## src/rtl/xchg_pkg.sv

```systemverilog
package xchg_pkg;
  localparam int NBANK = 2;

  typedef enum logic {
    SRC_BANK2 = 1'b0,
    SRC_BANK1 = 1'b1
  } a_src_e;
endpackage

```

## src/rtl/xchg_latch.sv

```systemverilog
module xchg_latch #(
  parameter int W = 12
) (
  input  logic         clk,
  input  logic         rst,
  input  logic         le,
  input  logic [W-1:0] d,
  output logic [W-1:0] q
);
  logic [W-1:0] held;

  always_ff @(posedge clk) begin
    if (rst)     held <= '0;
    else if (le) held <= d;
  end

  // Transparent view: follows d while open, held word while closed.
  always_comb begin
    if (rst)     q = '0;
    else if (le) q = d;
    else         q = held;
  end
endmodule

```

## src/rtl/xchg_drv.sv

```systemverilog
module xchg_drv #(
  parameter int W = 12
) (
  input  logic         rst,
  input  logic         en_n,
  input  logic [W-1:0] d,
  output logic         oe,
  output logic [W-1:0] dout
);
  always_comb begin
    oe   = !rst && !en_n;
    dout = oe ? d : '0;
  end
endmodule

```

## src/rtl/xchg_amux.sv

```systemverilog
module xchg_amux
  import xchg_pkg::*;
#(
  parameter int W = 12
) (
  input  a_src_e       src,
  input  logic [W-1:0] bank1,
  input  logic [W-1:0] bank2,
  output logic [W-1:0] q
);
  always_comb begin
    unique case (src)
      SRC_BANK1: q = bank1;
      default:   q = bank2;
    endcase
  end
endmodule

```

## src/rtl/mux_latch_exchanger.sv

```systemverilog
module mux_latch_exchanger
  import xchg_pkg::*;
#(
  parameter int W = 12
) (
  input  logic         clk,
  input  logic         rst,
  input  logic [W-1:0] a_din,
  output logic [W-1:0] a_dout,
  output logic         a_oe,
  input  logic [W-1:0] b1_din,
  output logic [W-1:0] b1_dout,
  output logic         b1_oe,
  input  logic [W-1:0] b2_din,
  output logic [W-1:0] b2_dout,
  output logic         b2_oe,
  input  logic         ab_le1,
  input  logic         ab_le2,
  input  logic         ba_le1,
  input  logic         ba_le2,
  input  logic         oe_a_n,
  input  logic         oe_b1_n,
  input  logic         oe_b2_n,
  input  logic         a_src_bank1
);
  logic [W-1:0] b_din   [NBANK];
  logic [W-1:0] b_dout  [NBANK];
  logic         b_oe    [NBANK];
  logic         ab_le   [NBANK];
  logic         ba_le   [NBANK];
  logic         b_en_n  [NBANK];
  logic [W-1:0] ab_q    [NBANK];
  logic [W-1:0] ba_q    [NBANK];
  logic [W-1:0] a_sel_q;

  always_comb begin
    b_din[0]  = b1_din;   b_din[1]  = b2_din;
    ab_le[0]  = ab_le1;   ab_le[1]  = ab_le2;
    ba_le[0]  = ba_le1;   ba_le[1]  = ba_le2;
    b_en_n[0] = oe_b1_n;  b_en_n[1] = oe_b2_n;
  end

  for (genvar k = 0; k < NBANK; k++) begin : g_bank
    xchg_latch #(.W(W)) u_ab (
      .clk(clk), .rst(rst), .le(ab_le[k]), .d(a_din), .q(ab_q[k])
    );
    xchg_latch #(.W(W)) u_ba (
      .clk(clk), .rst(rst), .le(ba_le[k]), .d(b_din[k]), .q(ba_q[k])
    );
    xchg_drv #(.W(W)) u_drv (
      .rst(rst), .en_n(b_en_n[k]), .d(ab_q[k]), .oe(b_oe[k]), .dout(b_dout[k])
    );
  end

  xchg_amux #(.W(W)) u_amux (
    .src(a_src_e'(a_src_bank1)), .bank1(ba_q[0]), .bank2(ba_q[1]), .q(a_sel_q)
  );

  xchg_drv #(.W(W)) u_adrv (
    .rst(rst), .en_n(oe_a_n), .d(a_sel_q), .oe(a_oe), .dout(a_dout)
  );

  assign b1_dout = b_dout[0];
  assign b2_dout = b_dout[1];
  assign b1_oe   = b_oe[0];
  assign b2_oe   = b_oe[1];
endmodule

```

## config.mk

```make
export PLATFORM = sky130hd
export DESIGN_NAME = mux_latch_exchanger
export DESIGN_NICKNAME = d
export VERILOG_FILES = /design/src/rtl/xchg_pkg.sv /design/src/rtl/xchg_latch.sv /design/src/rtl/xchg_drv.sv /design/src/rtl/xchg_amux.sv /design/src/rtl/mux_latch_exchanger.sv
export SDC_FILE = /design/constraint.sdc
export NUM_CORES = 1
export LEC_CHECK = 0
export BUFFER_PORTS_ARGS = -buffer_cell sky130_fd_sc_hd__buf_2
export CORE_AREA = 2 2 59 89
export CTS_BUF_LIST = sky130_fd_sc_hd__clkbuf_16
export DETAILED_ROUTE_END_ITERATION = 6
export DIE_AREA = 0 0 61 91
export GPL_TIMING_DRIVEN = 0
export PLACE_DENSITY = 0.79
export SYNTH_ARGS = -nofsm -noshare
export SYNTH_HDL_FRONTEND = slang
export SYNTH_HIERARCHICAL = 1
export SYNTH_SLANG_ARGS = --single-unit
```

## constraint.sdc

```tcl
create_clock -name clk -period 1.8 [get_ports clk]
set_input_delay 0.09 -clock clk [delete_from_list [all_inputs] [get_ports clk]]
set_output_delay 0.09 -clock clk [all_outputs]
set_load 0.02 [all_outputs]
```

==> Yosys cells after proc, flatten, opt, wreduce, memory -nomap -nowiden <==
Index checks and enable logic that the tools add are counted.
{ "totals": {"in_bits": 46, "elab_cells": 23, "regBits": 48, "output_inout_bits": 39} }
{ "op_classes": {"muxes": 12, "n_reduce_logical": 7} }
{ "op_table": {"columns": ["op", "count"], "rows": [
  ["$mux 12", 12],
  ["$logic_not 1->1", 4],
  ["$logic_and 1x1->1", 3]
]} }

==> Depth between registers and ports, before layout <==
{ "logic_depth": {"depth_word": 4, "mapped_depth": 5, "depth_no_buf": 4} }

==> Cells and area by module <==
Netlist, hierarchy kept.
{ "by_module_without_submodules": {"columns": ["mod", "seq_area_each_um2", "cells_per_inst", "area_per_inst_um2", "n_inst"], "rows": [
  ["xchg_latch", 240.2, 38, 420.4, 4],
  ["xchg_drv", 0.0, 15, 161.4, 3],
  ["xchg_amux", 0.0, 13, 183.9, 1]
]} }

==> Worst setup path after synthesis <==
Ideal clock, no wire load.
{ "synth_timing": {"kind": "reg-to-output", "startpoint": "register g_bank[1].u_ba.held[0]", "endpoint": "output a_dout[0]", "n_path_buf": 0, "setup_slack_ps": 607, "stages_incl_launch_ff": 5, "t_arrival_ps": 1103, "t_required_ps": 1710, "cell_sequence": "dfxtp_1 -> mux2i_1 -> nor2_1 -> mux2_4 -> nor3b_1"} }
{ "synth_lines": {"columns": ["element", "line_no", "source"], "rows": [
  ["from (decl)", "xchg_latch.sv:10", "logic [W-1:0] held;"],
  ["from (signal assigned)", "xchg_latch.sv:13", "if (rst) held <= '0;"],
  ["from (signal assigned)", "xchg_latch.sv:14", "else if (le) held <= d;"],
  ["to (decl)", "mux_latch_exchanger.sv:9", "output logic [W-1:0] a_dout,"]
]} }

==> flow_metrics.tcl <==
set metrics [dict create \
    status "completed" \
    hp-start "b1_din[11]" \
    power.switching_mw 0.587 \
    ys_seq_elements 48 \
    maxCapViolations 0 \
    design.core.area_sq_um 4770 \
    vias 1770 \
    synth_top_cell_by_area "dfxtp_1" \
    period_share 0.881 \
    wl_per_cell_um 13.9 \
    die_area_sq_um 5550 \
    synth_common_cells "nor2_1 (51), dfxtp_1 (48), mux2i_1 (48)" \
    cts_sinks 48 \
    p_clk_frac 0.359 \
    syn_to_final_growth_pct 27.2 \
    holdPathEnd "g_bank[0].u_ba/held[11]" \
    worstSetupStartpointType "primary input" \
    rrSetupSlack_ps 1160 \
    r2r-start "g_bank[1].u_ba/held[2]" \
    fmax_mhz 630 \
    n_antenna_cell 0 \
    r2r_cells 2 \
    ys_warn_count 6 \
    start_util 0.493 \
    max-vdd-ir-drop_uv 607 \
    num_io_pins 85 \
    row_count 31 \
    clock_latency_ps 280 \
    grt_pass1_wl_um 7830 \
    via_per_inst 4.82 \
    synthArstFlopShare 0 \
    drtIter0Drc 69 \
    first_pass_iters 4 \
    cts_root_buf "clkbuf_16" \
    end_kind "output pin" \
    cts_tree "built" \
    period_minus_slack_ps 1590 \
    p_sw_frac 0.244 \
    slew_headroom 0.672 \
    grt_pass1_vias 1674 \
    grt_setup_unrepaired "false" \
    io_buffers 84 \
    drive_gt1_frac 0.472 \
    die_w_um 61 \
    finalSetupViolations 0 \
    gr-total-overflow 0 \
    cp.required_ps 1710 \
    path_clk_slew_ps 60 \
    synth_area_per_cell_sq_um 11.2 \
    clockBufferDepth 2 \
    place_area_sq_um 2850 \
    seqPwrFrac 0.474 \
    ant_nets 0 \
    hold_viol 0 \
    combPwrFrac 0.167 \
    drcViolationCount 0 \
    grt_start_max_net_pins 25 \
    whs_path_depth 3 \
    antenna_found_initial 0 \
    reg2reg_to "g_bank[1].u_ba/held[2]" \
    p_leak_nw 1.48 \
    syn_inst 210 \
    htree_levels 2 \
    synth_area_leaders "dfxtp_1 (41%), mux2i_1 (20%), nor3b_2 (14%), nor2_1 (8.1%), mux2_4 (6.4%)" \
    drt-total-wl_um 5090 \
    worst_pin_slew_ps 491 \
    path_class "primary input to output pin" \
    gp_congestion 0.727 \
    synth_flop_cell "dfxtp_1" \
    ys_seq_area_frac 0.409 \
    nets 347 \
    hold_path.class "primary input to register" \
    synth.distinct_cells 9 \
    detailedPlacementHpwl_um 3920 \
    synth_nets 256 \
    cellInternalPower_mw 1.82 \
    grt_use_total 0.188 \
    synth_edf_count 0 \
    finClkSkew_ps 0 \
    power_mw 2.40 \
    path_max_fanout 24 \
    fin_util 0.627 \
    final_area_sq_um 2990 \
    finalMaxSlewViolations 0 \
    die_h_um 91 \
    numCtsBuffers 5 \
    synth_top_cell_area_share 0.409 \
    pwr_density_cell_nw_per_um2 804 \
    critPathLaunch "rst" \
    crit_arrival_ps 1500 \
    synth.cell_area_sq_um 2350 \
    synth_most_common_cell "nor2_1" \
    fin_tns_setup_ps 0 \
]
repair_timing:
item	in CTS	in global routing
endpoints found under the setup margin	0	10
gates resized for setup	0	4
buffers inserted	0	0
hold buffers	0	0
worst max-delay path, stage by stage:
cell and delay [ps]:
buf_2 400, clkbuf_2 330, nor2_1 100, mux2_4 270, nor3b_1 130, buf_2 180
layout by cell type (no fill, tap or decap):
cell type / count
buf_6: 11
nor3b_1: 9
nor3b_2: 27
clkbuf_1: 2
clkbuf_16: 5
nor2_1: 51
clkinv_2: 1
mux2i_1: 48
buf_2: 84
clkbuf_2: 2
inv_1: 1
mux2_4: 10
dfxtp_1: 48
mux2_2: 2
power by group through the flow:
stage	clock (mW)	sequential (mW)	combinational, mW
2_1_floorplan	0	1.16	0.271
5_1_grt	0.934	1.15	0.436
3_3_place_gp	0	1.16	0.397
6_report	0.863	1.14	0.400
4_1_cts	0.887	1.14	0.405
3_5_place_dp	0	1.16	0.403
final cells by class:
class / count / area (sq um)
fillers: 418 / 1780
multi-input cells: 147 / 1250
flip-flops and latches: 48 / 961
repair buffers: 84 / 420
plain buffers: 15 / 141
clock buffers: 5 / 125
well taps: 66 / 82.6
clock inverters: 2 / 8.76
per-stage QoR:
| step | std cells | hold WS (ps) | setup slack [ps] |
|---|---|---|---|
| after floorplan | 210 | 169 | 607 |
| after global placement | 360 | 374 | 26.8 |
| after detailed placement | 360 | 377 | 12.8 |
| after CTS | 367 | 84.2 | 10.2 |
| after global routing | 367 | 91.7 | 102 |
| final | 367 | 87.5 | 214 |
kinds of logic (layout without fill, tap and decap cells):
| group | after synthesis | count (layout) | synth area share |
|---|---|---|---|
| buf+inv | 15 | 106 | 0.0591 |
| simple gates | 87 | 87 | 0.254 |
| flops | 48 | 48 | 0.409 |
| mux | 60 | 60 | 0.278 |
flip-flops by register name, summed over array words and instances, names as in the netlist:
signal and cells:
g_bank.u_ab/held 24, g_bank.u_ba/held 24
metal layers:
metal | global-route usage | routed length [um]
met3 | 0.0570 | 361
met1 | 0.193 | 2000
met5 | 0 | 0
met4 | 0.0543 | 43
met2 | 0.348 | 2680
worst max path at each step:
stage | endpoint | cells past startpoint
5_1_grt | a_dout[0] | 6
2_1_floorplan | a_dout[0] | 4
6_report | a_dout[0] | 6
3_5_place_dp | a_dout[3] | 6
4_1_cts | a_dout[3] | 6
3_3_place_gp | a_dout[3] | 6
No activity file was read; power rests on OpenSTA's default activity.
